## src/rtl/ext_irq_trigger.sv

```systemverilog
module ext_irq_trigger #(
  parameter int NUM_PINS = 8,
  parameter int ADDR_W   = 3
) (
  input  logic                clk,
  input  logic                rst_n,
  input  logic                bus_wr,
  input  logic [ADDR_W-1:0]   bus_addr,
  input  logic [7:0]          bus_wdata,
  output logic [7:0]          bus_rdata,
  input  logic [NUM_PINS-1:0] pin_in,
  output logic [NUM_PINS-1:0] req_out
);
  localparam int NREG = NUM_PINS / 4;

  logic [NUM_PINS-1:0]   sync_a, sync_b, last_b, req_q, hit, chg;
  logic [2*NUM_PINS-1:0] mode_flat;
  logic [NREG-1:0]       wr_sel;

  always_ff @(posedge clk or negedge rst_n) begin
    if (!rst_n) begin
      sync_a <= '0;
      sync_b <= '0;
      last_b <= '0;
      req_q  <= '0;
    end else begin
      sync_a <= pin_in;
      sync_b <= sync_a;
      last_b <= sync_b;
      req_q  <= hit & ~chg;
    end
  end

  for (genvar k = 0; k < NREG; k++) begin : g_reg
    assign wr_sel[k] = bus_wr && (bus_addr == ADDR_W'(k));
    always_ff @(posedge clk or negedge rst_n) begin
      if (!rst_n)         mode_flat[8*k +: 8] <= 8'hFF;
      else if (wr_sel[k]) mode_flat[8*k +: 8] <= bus_wdata;
    end
  end

  for (genvar i = 0; i < NUM_PINS; i++) begin : g_pin
    localparam int K = i / 4;
    localparam int J = i % 4;
    logic [1:0] m;
    assign m      = mode_flat[2*i +: 2];
    assign chg[i] = wr_sel[K] && (bus_wdata[2*J +: 2] != m);
    always_comb begin
      case (m)
        2'd0:    hit[i] = ~sync_b[i];
        2'd1:    hit[i] =  sync_b[i];
        2'd2:    hit[i] =  sync_b[i] & ~last_b[i];
        default: hit[i] = ~sync_b[i] &  last_b[i];
      endcase
    end
  end

  always_comb begin
    bus_rdata = 8'h00;
    for (int k = 0; k < NREG; k++)
      if (bus_addr == ADDR_W'(k)) bus_rdata = mode_flat[8*k +: 8];
  end

  assign req_out = req_q;
endmodule


```

## config.mk

```make
export PLATFORM = sky130hd
export DESIGN_NAME = ext_irq_trigger
export DESIGN_NICKNAME = d
export VERILOG_FILES = /design/src/rtl/ext_irq_trigger.sv
export SDC_FILE = /design/constraint.sdc
export NUM_CORES = 1
export LEC_CHECK = 0
export ABC_CLOCK_PERIOD_IN_PS = 2150
export BUFFER_PORTS_ARGS = -buffer_cell sky130_fd_sc_hd__buf_2
export CORE_MARGIN = 1
export CORE_UTILIZATION = 59
export CTS_BUF_LIST = sky130_fd_sc_hd__clkbuf_16
export DETAILED_ROUTE_END_ITERATION = 10
export PLACE_DENSITY = 0.91
export SLEW_MARGIN = 15
export SYNTH_ARGS = -nofsm -noshare
export SYNTH_HDL_FRONTEND = slang
export SYNTH_SLANG_ARGS = --single-unit
```

## constraint.sdc

```tcl
create_clock -name clk -period 2.15 [get_ports clk]
set_clock_uncertainty 0.05 [all_clocks]
set_input_delay 0.215 -clock clk [delete_from_list [all_inputs] [get_ports clk]]
set_output_delay 0.215 -clock clk [all_outputs]
set_load 0.02 [all_outputs]
```

Word level (Yosys, flattened, before mapping). Cells that the tools add are included.

Add/subtract/negate cells: 0. $mul: 0. Div/mod/pow operators: 0. $lt $le $gt $ge: 0. Equal/unequal tests: 25. Shift operators: 0. Mux-type cells: 10. Bitwise operators: 34. Reduce and logical (&&, ||, !) cells: 19.

Operator list (count): 1-bit one-hot mux with 3 select lines (8); 1-bit bitwise AND (16); 2-bit by 1-bit == test with 1-bit output, second input constant (8); 2-bit == test, second input constant (8); 2-bit zero test (8); 8-bit two-way mux (2); 2-bit != test (8); 1-bit inverter (16); 1-bit logical AND (10); 8-bit bitwise AND (1); 8-bit inverter (1); 3-bit by 1-bit == test with 1-bit output, second input constant (1); 3-bit zero test (1).

Bits in registers: 48. Latch bits: 0. Memory bits (writable): 0. Memory bits (read-only): 0. Bits of input ports: 22. Output and inout bits: 16. Word-level logic and storage cells: 94. Memories: 0.

Depth between registers and ports, before layout.
Word-level depth: 5. Gate-level depth with buffers: 5. Depth with buffers taken out: 3.

Worst setup path before layout. No wires, ideal clock.

Kind: input port to flip-flop. From: input bus_addr[0]. To: register mode_flat[2], in the netlist g_pin[1].m[0]. Setup time: 0.082 ns. Data arrival time: 1.159 ns. Data required time: 2.018 ns. Slack: 0.859 ns. Stages on the path: 4. Path buffers: 2. Cell sequence: buf_6 -> nor4b_4 -> buf_6 -> mux2_4.

Cells in the longest elaborated chain, start to end: 2.

RTL lines: from (decl) (line 8) `input logic [ADDR_W-1:0] bus_addr,`; 3-bit zero test (line 35) `assign wr_sel[k] = bus_wr && (bus_addr == ADDR_W'(k));`; 1-bit logical AND (line 35); to (signal, indexed assignment) (line 38) `else if (wr_sel[k]) mode_flat[8*k +: 8] <= bus_wdata;`; to (decl) (line 17) `logic [2*NUM_PINS-1:0] mode_flat;`.

Every way passes these cells. A chain may end at the register's enable or synchronous reset.

Final worst setup path.
From: register mode_flat[7], in the netlist g_pin[3].m[1]. To: output bus_rdata[7].

Cells in the longest elaborated chain, start to end: 2.

RTL lines: 8-bit two-way mux (2 in a row) (line 61) `if (bus_addr == ADDR_W'(k)) bus_rdata = mode_flat[8*k +: 8];`; to (decl) (line 10) `output logic [7:0] bus_rdata,`.

Every way passes these cells.

==> metrics.txt <==
# TYPE chip_impl_metric gauge
chip_impl_info{name="worstSetupEndpointType",value="primary output"} 1
chip_impl_metric{name="final_replace_weighted_congestion",unit=""} 0.722
chip_impl_metric{name="power.density",unit="nW/um^2"} 950
chip_impl_metric{name="drt_first_pass_iters",unit=""} 4
chip_impl_metric{name="timing.final.hold_violations",unit=""} 0
chip_impl_metric{name="dpl_worst_slack",unit="ns"} 0.491
chip_impl_metric{name="cts.sink_count",unit=""} 48
chip_impl_metric{name="cp_max_fo",unit=""} 7
chip_impl_metric{name="clk_latency",unit="ns"} 0.28
chip_impl_metric{name="antenna_found_initial",unit=""} 0
chip_impl_metric{name="ys_warn_count",unit=""} 0
chip_impl_metric{name="global_route_wire_length_before_repair",unit="mm"} 5.84
chip_impl_metric{name="wire_length_per_cell",unit="um"} 15.0
chip_impl_metric{name="post-route-drc-count",unit=""} 0
chip_impl_metric{name="maxSlewViolCount",unit=""} 0
chip_impl_metric{name="leakage",unit="nW"} 1.20
chip_impl_metric{name="timing.final.crit_period",unit="ns"} 1.57
chip_impl_metric{name="postSynthCellCount",unit=""} 155
chip_impl_metric{name="dieArea",unit="sq um"} 3840
chip_impl_metric{name="grt_max_degree",unit=""} 49
chip_impl_metric{name="max-vdd-ir-drop",unit="mV"} 0.548
chip_impl_info{name="clockRootBuffer",value="sky130_fd_sc_hd__clkbuf_16"} 1
chip_impl_info{name="timing_worst_setup_path_type",value="reg2out"} 1
chip_impl_info{name="tritoncts_clock_tree",value="done"} 1
chip_impl_metric{name="finalNetCount",unit=""} 228
chip_impl_metric{name="route.detailed.vias_per_inst",unit=""} 5.41
chip_impl_metric{name="clock_tree.htree_level_count",unit=""} 2
chip_impl_info{name="worst_path_dominant_cell_family",value="flip-flops"} 1
chip_impl_metric{name="buffers_and_inverters_on_the_worst_path",unit=""} 1
chip_impl_info{name="min_path_type",value="in2reg"} 1
chip_impl_metric{name="placeableCoreArea",unit="sq um"} 3390
chip_impl_metric{name="drt_first_iter_violations",unit=""} 59
chip_impl_metric{name="setup_tns_final",unit="ns"} 0
chip_impl_metric{name="track_usage",unit="%"} 22.3
chip_impl_metric{name="overflow",unit=""} 0
chip_impl_metric{name="die_height",unit="um"} 62.0
chip_impl_metric{name="antenna_violating_nets_left",unit=""} 0
chip_impl_metric{name="layout-area-overhead-vs-synth",unit="%"} 21.6
chip_impl_metric{name="design.portCount",unit=""} 38
chip_impl_info{name="startpoint_type",value="flop"} 1
chip_impl_metric{name="cts_resized",unit=""} 0
chip_impl_metric{name="drive_above_1_share",unit="%"} 38.2
chip_impl_metric{name="required",unit="ns"} 1.88
chip_impl_metric{name="worst_path_setup_slack_after_routing",unit="ns"} 0.577
chip_impl_metric{name="drv.max_cap_violation_count",unit=""} 0
chip_impl_metric{name="clock_path_buffers",unit=""} 2
chip_impl_metric{name="start_util",unit="%"} 62.6
chip_impl_metric{name="synth.distinct_cells",unit=""} 21
chip_impl_info{name="crit_slowest_cell",value="sky130_fd_sc_hd__dfstp_2"} 1
chip_impl_metric{name="cp.arrival",unit="ns"} 1.31
chip_impl_metric{name="crit_path_max_incr_delay",unit="ns"} 0.59
chip_impl_metric{name="row_count",unit=""} 21
chip_impl_metric{name="synth.yosys.seq_area_share",unit="%"} 57.5
chip_impl_metric{name="cts-buffers-inserted",unit=""} 5
chip_impl_metric{name="finalCritPeriodShare",unit="%"} 73.1
chip_impl_metric{name="vias",unit=""} 1369
chip_impl_metric{name="ys_ff_latch",unit=""} 48
chip_impl_metric{name="dp_hpwl",unit="mm"} 2.57
chip_impl_info{name="rsz0062_at_grt",value="no"} 1
chip_impl_metric{name="achievable-frequency",unit="MHz"} 636
chip_impl_info{name="outcome",value="finished clean"} 1
chip_impl_metric{name="syn-mean-instance-area",unit="sq um"} 13.7
chip_impl_metric{name="setup_violations",unit=""} 0
chip_impl_metric{name="netlist_area",unit="sq um"} 2120
chip_impl_metric{name="nFillCells",unit=""} 209
chip_impl_metric{name="fin_total_pwr",unit="W"} 0.00245
chip_impl_metric{name="synth.net_count",unit=""} 177
chip_impl_metric{name="slew_at_the_pin_with_the_worst_max_slew_slack",unit="ns"} 0.483
chip_impl_info{name="ordered_cell_list_for_the_critical_path",value="mux2i_1 -> nor2_1 -> buf_2"} 1
chip_impl_metric{name="r2r_setup_slack",unit="ns"} 0.85
chip_impl_metric{name="antenna_cells_inserted",unit=""} 0
chip_impl_metric{name="die_x",unit="um"} 62.0
chip_impl_metric{name="worst_setup_hold_path_clk_slew",unit="ns"} 0.06
chip_impl_metric{name="max_slew_margin",unit="%"} 67.7
chip_impl_metric{name="via_count_of_the_first_global_routing_pass",unit=""} 1288
chip_impl_metric{name="wirelength",unit="mm"} 3.80
chip_impl_metric{name="portBuffers",unit=""} 37
## per-stage QoR
step           utilization, %  area, sq um  hold slack, ns  instances
2_1_floorplan               -         2120          -0.131        155
3_3_place_gp             69.5         2350           0.159        236
3_5_place_dp             69.5         2350           0.163        236
4_1_cts                  76.2         2580           0.171        253
5_1_grt                  76.2         2580           0.174        253
6_report                 76.2         2580           0.176        253
## synth_stat cells
cell	n	share of area (%)
sky130_fd_sc_hd__nor4bb_1	6	2.8
sky130_fd_sc_hd__buf_6	3	1.6
sky130_fd_sc_hd__and4b_1	6	2.8
sky130_fd_sc_hd__nand3b_1	2	0.71
sky130_fd_sc_hd__o21ai_0	8	1.9
sky130_fd_sc_hd__mux2_4	6	4.2
sky130_fd_sc_hd__xor2_1	22	9.1
sky130_fd_sc_hd__nor4b_4	1	1.1
sky130_fd_sc_hd__dfstp_2	16	20
sky130_fd_sc_hd__mux2i_1	8	3.8
sky130_fd_sc_hd__nand2_1	2	0.35
sky130_fd_sc_hd__mux2_2	10	5.3
sky130_fd_sc_hd__o31a_1	6	2.5
sky130_fd_sc_hd__o311a_1	2	0.94
sky130_fd_sc_hd__nor2_1	18	3.2
sky130_fd_sc_hd__clkbuf_1	1	0.18
sky130_fd_sc_hd__or2_2	1	0.29
sky130_fd_sc_hd__nand3_1	2	0.47
sky130_fd_sc_hd__dfrtp_1	32	38
sky130_fd_sc_hd__and4bb_2	1	0.59
sky130_fd_sc_hd__nand2b_1	2	0.59
## timing repair
item | CTS | global route
setup buffers | 0 | 0
endpoints found under the hold margin | 40 | 0
hold buffers | 9 | 0
## flip-flops by register name, summed over array words and instances (netlist names)
name,cells
req_out,8
g_pin.m,16
last_b,8
sync_a,8
sync_b,8
## path summary, 6_finish.rpt
check,from,cells after the start,endpoint
setup / recovery,g_pin[3].m[1]$_DFFE_PN1P_,3,bus_rdata[7]
hold reg to reg,sync_a[0]$_DFF_PN0_,0,sync_b[0]$_DFF_PN0_
min in group asynchronous,rst_n,3,sync_b[4]$_DFF_PN0_
hold / removal,bus_wdata[4],2,g_pin[2].m[0]$_DFFE_PN1P_
max in group asynchronous,rst_n,3,g_pin[6].m[1]$_DFFE_PN1P_
setup reg to reg,g_pin[5].m[0]$_DFFE_PN1P_,3,req_out[5]$_DFF_PN0_
## per-layer routing
layer	wire, um	GRT usage [%]
met1	1630	24.9
met2	1960	37.4
met3	129	7.87
met4	77	11.7
met5	0	0
## logic make-up (layout without fill, tap and decap cells)
logic type / count (synthesis) / after routing / synth area share (%)
flops: 48 / 48 / 57.5
simple gates: 41 / 41 / 13.0
mux: 24 / 24 / 13.3
xor+xnor: 22 / 22 / 9.08
compound gates: 16 / 16 / 5.31
buf+inv: 4 / 56 / 1.77
## layout make-up
type	count	area (sq um)	share of cell area, %
Clock buffer	5	125	4.85
Timing Repair Buffer	48	303	11.7
Multi-Input combinational cell	103	863	33.4
Sequential cell	48	1220	47.3
Tap cell	46	57.6	2.23
Clock inverter	3	11.3	0.436
## report_power, final
group | leakage, nW | switching, W | total [W] | internal, W
combinational | 0.583 | 0.000238 | 0.000502 | 0.000264
sequential | 0.546 | 0.000145 | 0.00124 | 0.00109
clock | 0.0738 | 0.000296 | 0.000713 | 0.000418
## layout by cell type, fill, tap and decap left out, types with 2 or more instances in the layout
cell	Yosys	layout
sky130_fd_sc_hd__nor4bb_1	6	6
sky130_fd_sc_hd__dlygate4sd3_1	0	9
sky130_fd_sc_hd__clkbuf_16	0	5
sky130_fd_sc_hd__xor2_1	22	22
sky130_fd_sc_hd__buf_2	0	37
sky130_fd_sc_hd__and4b_1	6	6
sky130_fd_sc_hd__mux2_2	10	10
sky130_fd_sc_hd__nand2b_1	2	2
sky130_fd_sc_hd__dfstp_2	16	16
sky130_fd_sc_hd__nand3_1	2	2
sky130_fd_sc_hd__nand3b_1	2	2
sky130_fd_sc_hd__nand2_1	2	2
sky130_fd_sc_hd__mux2i_1	8	8
sky130_fd_sc_hd__mux2_4	6	6
sky130_fd_sc_hd__dfrtp_1	32	32
sky130_fd_sc_hd__inv_1	0	2
sky130_fd_sc_hd__o21ai_0	8	8
sky130_fd_sc_hd__o31a_1	6	6
sky130_fd_sc_hd__o311a_1	2	2
sky130_fd_sc_hd__nor2_1	18	18
Power figures use the tool's default switching activity.
